===== config.mk =====
export PLATFORM = sky130hd
export DESIGN_NAME = mulx_unit
export DESIGN_NICKNAME = d
export VERILOG_FILES = /design/src/rtl/mulx_pkg.sv /design/src/rtl/mulx_operand_ext.sv /design/src/rtl/mulx_prod_array.sv /design/src/rtl/mulx_finish.sv /design/src/rtl/mulx_unit.sv
export SDC_FILE = /design/constraint.sdc
export NUM_CORES = 1
export LEC_CHECK = 0
export BUFFER_PORTS_ARGS = -buffer_cell sky130_fd_sc_hd__buf_4
export CORE_MARGIN = 4
export CORE_UTILIZATION = 55
export CTS_CLUSTER_SIZE = 30
export DETAILED_ROUTE_END_ITERATION = 8
export PLACE_DENSITY = 0.75
export SLEW_MARGIN = 0
export SYNTH_ARGS = -nofsm -noshare
export SYNTH_HDL_FRONTEND = slang
export SYNTH_SLANG_ARGS = --single-unit

===== constraint.sdc =====
create_clock -name clk -period 7.3 [get_ports clk]
set_input_delay 0.365 -clock clk [delete_from_list [all_inputs] [get_ports clk]]
set_output_delay 0.365 -clock clk [all_outputs]
set_load 0.1 [all_outputs]

===== src/rtl/mulx_pkg.sv =====
package mulx_pkg;
   typedef enum logic [1:0] {
      KIND_UU  = 2'b00,
      KIND_SS  = 2'b01,
      KIND_SU  = 2'b10,
      KIND_RSV = 2'b11
   } mul_kind_e;

   function automatic logic kind_a_signed(input mul_kind_e k);
      return (k == KIND_SS) || (k == KIND_SU);
   endfunction

   function automatic logic kind_b_signed(input mul_kind_e k);
      return (k == KIND_SS);
   endfunction
endpackage


===== src/rtl/mulx_operand_ext.sv =====
module mulx_operand_ext #(
   parameter int OPW = 8
) (
   input  logic [OPW-1:0]   val_i,
   input  logic             sgn_i,
   output logic [2*OPW-1:0] ext_o
);
   logic fill;
   assign fill  = sgn_i & val_i[OPW-1];
   assign ext_o = {{OPW{fill}}, val_i};
endmodule


===== src/rtl/mulx_prod_array.sv =====
module mulx_prod_array #(
   parameter int OPW  = 8,
   parameter int ARCH = 1
) (
   input  logic [2*OPW-1:0] a_i,
   input  logic [2*OPW-1:0] b_i,
   output logic [2*OPW-1:0] p_o
);
   localparam int PW = 2 * OPW;

   generate
      if (ARCH == 0) begin : g_inferred
         assign p_o = a_i * b_i;
      end else begin : g_rows
         logic [PW-1:0] row [PW];
         for (genvar i = 0; i < PW; i++) begin : g_pp
            assign row[i] = b_i[i] ? (a_i << i) : '0;
         end
         always_comb begin
            p_o = '0;
            for (int k = 0; k < PW; k++) begin
               p_o = p_o + row[k];
            end
         end
      end
   endgenerate
endmodule


===== src/rtl/mulx_finish.sv =====
module mulx_finish #(
   parameter int OPW = 8
) (
   input  logic [2*OPW-1:0] prod_i,
   input  logic             frac_i,
   output logic [2*OPW-1:0] res_o,
   output logic             c_o,
   output logic             z_o
);
   localparam int PW = 2 * OPW;

   assign res_o = frac_i ? {prod_i[PW-2:0], 1'b0} : prod_i;
   assign c_o   = prod_i[PW-1];
   assign z_o   = (res_o == '0);
endmodule


===== src/rtl/mulx_unit.sv =====
module mulx_unit
   import mulx_pkg::*;
#(
   parameter int OPW  = 8,
   parameter int ARCH = 1
) (
   input  logic           clk,
   input  logic           rst,
   input  logic           start_i,
   input  logic [2:0]     op_sel_i,
   input  logic [OPW-1:0] opa_i,
   input  logic [OPW-1:0] opb_i,
   output logic           done_o,
   output logic [OPW-1:0] prod_hi_o,
   output logic [OPW-1:0] prod_lo_o,
   output logic           flag_z_o,
   output logic           flag_c_o
);
   localparam int PW = 2 * OPW;

   generate
      if (OPW < 2) begin : g_bad_width
         $error("mulx_unit: OPW must be at least 2");
      end
      if (ARCH < 0 || ARCH > 1) begin : g_bad_arch
         $error("mulx_unit: ARCH must be 0 or 1");
      end
   endgenerate

   // stage 1: operand capture
   logic           busy_q;
   logic           accept;
   logic [OPW-1:0] a_q, b_q;
   mul_kind_e      kind_q;
   logic           frac_q;

   assign accept = start_i & ~busy_q;

   always_ff @(posedge clk) begin
      if (rst) begin
         busy_q <= 1'b0;
         a_q    <= '0;
         b_q    <= '0;
         kind_q <= KIND_UU;
         frac_q <= 1'b0;
      end else begin
         busy_q <= accept;
         if (accept) begin
            a_q    <= opa_i;
            b_q    <= opb_i;
            kind_q <= mul_kind_e'(op_sel_i[1:0]);
            frac_q <= op_sel_i[2];
         end
      end
   end

   // stage 2: multiply, shape, register
   logic [PW-1:0] a_ext, b_ext, prod, shaped;
   logic          c_nxt, z_nxt;

   mulx_operand_ext #(.OPW(OPW)) u_ext_a (
      .val_i(a_q), .sgn_i(kind_a_signed(kind_q)), .ext_o(a_ext)
   );
   mulx_operand_ext #(.OPW(OPW)) u_ext_b (
      .val_i(b_q), .sgn_i(kind_b_signed(kind_q)), .ext_o(b_ext)
   );
   mulx_prod_array #(.OPW(OPW), .ARCH(ARCH)) u_prod (
      .a_i(a_ext), .b_i(b_ext), .p_o(prod)
   );
   mulx_finish #(.OPW(OPW)) u_fin (
      .prod_i(prod), .frac_i(frac_q), .res_o(shaped), .c_o(c_nxt), .z_o(z_nxt)
   );

   logic [PW-1:0] res_q;
   logic          z_q, c_q, done_q;

   always_ff @(posedge clk) begin
      if (rst) begin
         res_q  <= '0;
         z_q    <= 1'b0;
         c_q    <= 1'b0;
         done_q <= 1'b0;
      end else begin
         done_q <= busy_q;
         if (busy_q) begin
            res_q <= shaped;
            z_q   <= z_nxt;
            c_q   <= c_nxt;
         end
      end
   end

   assign done_o    = done_q;
   assign prod_hi_o = res_q[PW-1:OPW];
   assign prod_lo_o = res_q[OPW-1:0];
   assign flag_z_o  = z_q;
   assign flag_c_o  = c_q;
endmodule


==> impl_metrics.py <==
metrics = {
    "clock_tree": {
        "cts_tree": "built",
        "ctsRootBufferMaster": "clkbuf_8",
        "clk_pin_slew_ps": 80,
        "cts_resized": 0,
        "clockBufferDepth": 2,
        "h-tree-depth": 2,
        "cts_buffers": 5,
        "clock_sinks": 39,
        "postCtsSetupBuffers": 0,
        "hold_buffers": 0,
        "clock_latency_ps": 290,
    },
    "route": {
        "wl_per_cell_um": 14.6,
        "dr_wl_met2_um": 4660,
        "m1WireLength_um": 4310,
        "top_layer": "met4",
        "dr.pass1.iters": 4,
        "drt_iter0_drc": 140,
        "vias_per_cell": 5.29,
        "ant_nets": 0,
        "via_count": 3478,
        "wl_um": 9580,
        "drc_errors": 0,
        "wl_met3_um": 435,
    },
    "yosys": {
        "postSynth.asyncResetShare_pct": 0,
        "synth_common_cells": "93 x nand2_1, 88 x inv_1, 77 x fa_1, 41 x ha_1, 39 x dfxtp_1",
        "syn_area_mm2": 0.00476,
        "yosys.area.top_type": "fa_1",
        "ys_seq_elements": 39,
        "yosysWarningCount": 0,
        "syn_nets": 675,
        "synthCells": 535,
        "yosysMostFrequentCell": "nand2_1",
        "yosys.area.top_type_share_pct": 32.4,
        "synthTopCellsByArea": "fa_1 32%, dfxtp_1 16%, ha_1 11%",
        "avgSynthCellArea_um2": 8.89,
        "synth_edf_count": 0,
        "yosysSeqAreaShare_pct": 16.4,
        "yosysUniqueCellTypes": 44,
        "synth-main-ff-cell": "dfxtp_1",
    },
    "worst_setup_path": {
        "path_max_fanout": 8,
        "timing.rr.start": "kind_q[1]",
        "cp_data_required_time_ps": 7510,
        "crit_slowest_cell": "fa_1",
        "start_kind": "flop",
        "path_buf_inv": 4,
        "slowest_delay_ps": 550,
        "setup.worst_path.class": "flop to flop",
        "path_delay_family": "adder cells",
        "crit_chain": "inv_1 > ha_1 > nor2b_2 > nand2_1 > fa_1 > inv_1 > fa_1 > fa_1 > inv_1 > fa_1 > inv_1 > ha_1 > ha_1 > ha_1 > nor2b_1 > o31a_1 > nor3_1 > o21bai_1 > a21oi_1 > xor2_1 > nand2b_1 > a311oi_2",
        "end_kind": "flop",
        "startpoint": "kind_q[1]",
        "critPathArrivalTime_ps": 6210,
    },
    "global_routing": {
        "grt_pass1_wl_um": 16500,
        "grt_max_degree": 41,
        "grt_overflow": 0,
        "grt_pass1_vias": 3663,
        "antenna_found_initial": 0,
        "grt.total_usage_pct": 20.2,
    },
    "place": {
        "place_ws_ps": 1350,
        "dp_hpwl_um": 7840,
        "place.port_buffers": 40,
        "globalplace.congestion": 0.924,
        "place_inst": 650,
    },
    "layout": {
        "syn_to_final_growth_pct": 9.15,
        "fin_nets": 692,
        "fillerInstances": 718,
        "drive_gt1_share_pct": 10.3,
        "antenna_cells": 0,
        "fin_cells": 658,
    },
    "power": {
        "power.internal_mw": 0.393,
        "p_leak_nw": 2.60,
        "power_density_mw_per_mm2": 116,
        "switching_share_pct": 34.6,
        "power_mw": 0.600,
        "seqPwrFrac_pct": 40.9,
        "clkPwrFrac_pct": 31.4,
        "comb_power_share_pct": 27.7,
        "vdd_drop_max_mv": 0.0929,
        "switching_power_mw": 0.207,
    },
    "hold_path": {
        "min_path_type": "input pin to flop",
        "worstHoldStart": "opa_i[2]",
    },
    "run_status": {
        "run_status": "finished clean",
    },
    "sta": {
        "worstMarginPinSlew_ps": 1140,
        "setup_violations": 0,
        "period_needed_ps": 6010,
        "rsz0062_at_grt": "no",
        "final.setup.tns_ps": 0,
        "max-slew-margin-rel_pct": 24.1,
        "fin_skew_ps": 9.73,
        "holdWs_ps": 310,
        "max_freq_mhz": 166,
        "hold_viol_final": 0,
        "layout_setup_ws_ps": 1290,
        "drv_slew": 0,
        "period_share_pct": 82.3,
    },
    "floorplanning": {
        "coreArea_mm2": 0.00830,
        "die_h_um": 101,
        "die_w_um": 101,
        "start_util_pct": 57.3,
        "num_rows": 33,
        "io_pins": 41,
        "die-area_mm2": 0.0102,
    },
    "flow_run": {
        "cap_violations": 0,
    },
}
-- cell families after synthesis --
| logic type | Yosys count | synth area share, % |
|---|---|---|
| compound gates | 57 | 7.55 |
| mux | 13 | 2.76 |
| simple gates | 167 | 16.1 |
| xor+xnor | 21 | 4.31 |
| flops | 39 | 16.4 |
| fa+ha+maj | 118 | 43.2 |
| buf+inv | 120 | 9.65 |
-- power groups by stage --
stage / sequential, mW / combinational [mW] / clock [mW]
2_1_floorplan: 0.278 / 0.0969 / 0
3_3_place_gp: 0.249 / 0.164 / 0
5_1_grt: 0.247 / 0.185 / 0.200
4_1_cts: 0.245 / 0.168 / 0.190
3_5_place_dp: 0.250 / 0.167 / 0
6_report: 0.245 / 0.166 / 0.188
-- placed cells by master (no fill, tap or decap), drive strengths merged, types with 5 or more instances in the layout --
| cell type | n |
|---|---|
| nor2b | 5 |
| fa | 77 |
| a21oi | 27 |
| buf | 42 |
| o21ai | 6 |
| dfxtp | 39 |
| nand2 | 95 |
| a211oi | 11 |
| nand2b | 6 |
| clkbuf | 6 |
| inv | 88 |
| xnor2 | 16 |
| and2 | 23 |
| nor2 | 24 |
| mux2i | 12 |
| ha | 41 |
-- flip-flops by register name (all words and copies together), names as in the netlist --
name,count
res_q,16
flag_c_o,1
flag_z_o,1
frac_q,1
b_q,8
kind_q,2
done_o,1
busy_q,1
a_q,8
-- path summary, 6_finish.rpt --
check,slack (ps),endpoint,cells past startpoint
max,1290,res_q[15],22
min,310,a_q[2],3
max reg2reg,1290,res_q[15],22
min reg2reg,460,kind_q[1],2
-- layout make-up --
cell class | instances | area [um^2] | area share [%]
multi-input cells | 376 | 3520 | 67.7
well taps | 105 | 131 | 2.53
clock buffers | 6 | 82.6 | 1.59
inverters | 88 | 330 | 6.36
clock inverters | 2 | 35.0 | 0.675
repair buffers | 42 | 315 | 6.07
flip-flops and latches | 39 | 781 | 15.0
-- metal layers --
metal / track usage, % / vias to the layer above
met5: 0 / -
met4: 5.62 / 0
met3: 3.67 / 18
met2: 34.1 / 83
met1: 26.5 / 1695
li1: - / 1682
-- worst min-delay path, stage by stage --
cell     delay, ps
buf_4          110
nand2_1         40
a21oi_1         50
-- stage by stage --
step	area [um^2]	util [%]
finish	5190	62.6
detailed placement	5080	61.2
floorplan	4760	-
CTS	5190	62.6
global route	5190	62.6
global placement	5080	61.2
Note: power is estimated with default switching activity, not from simulation.
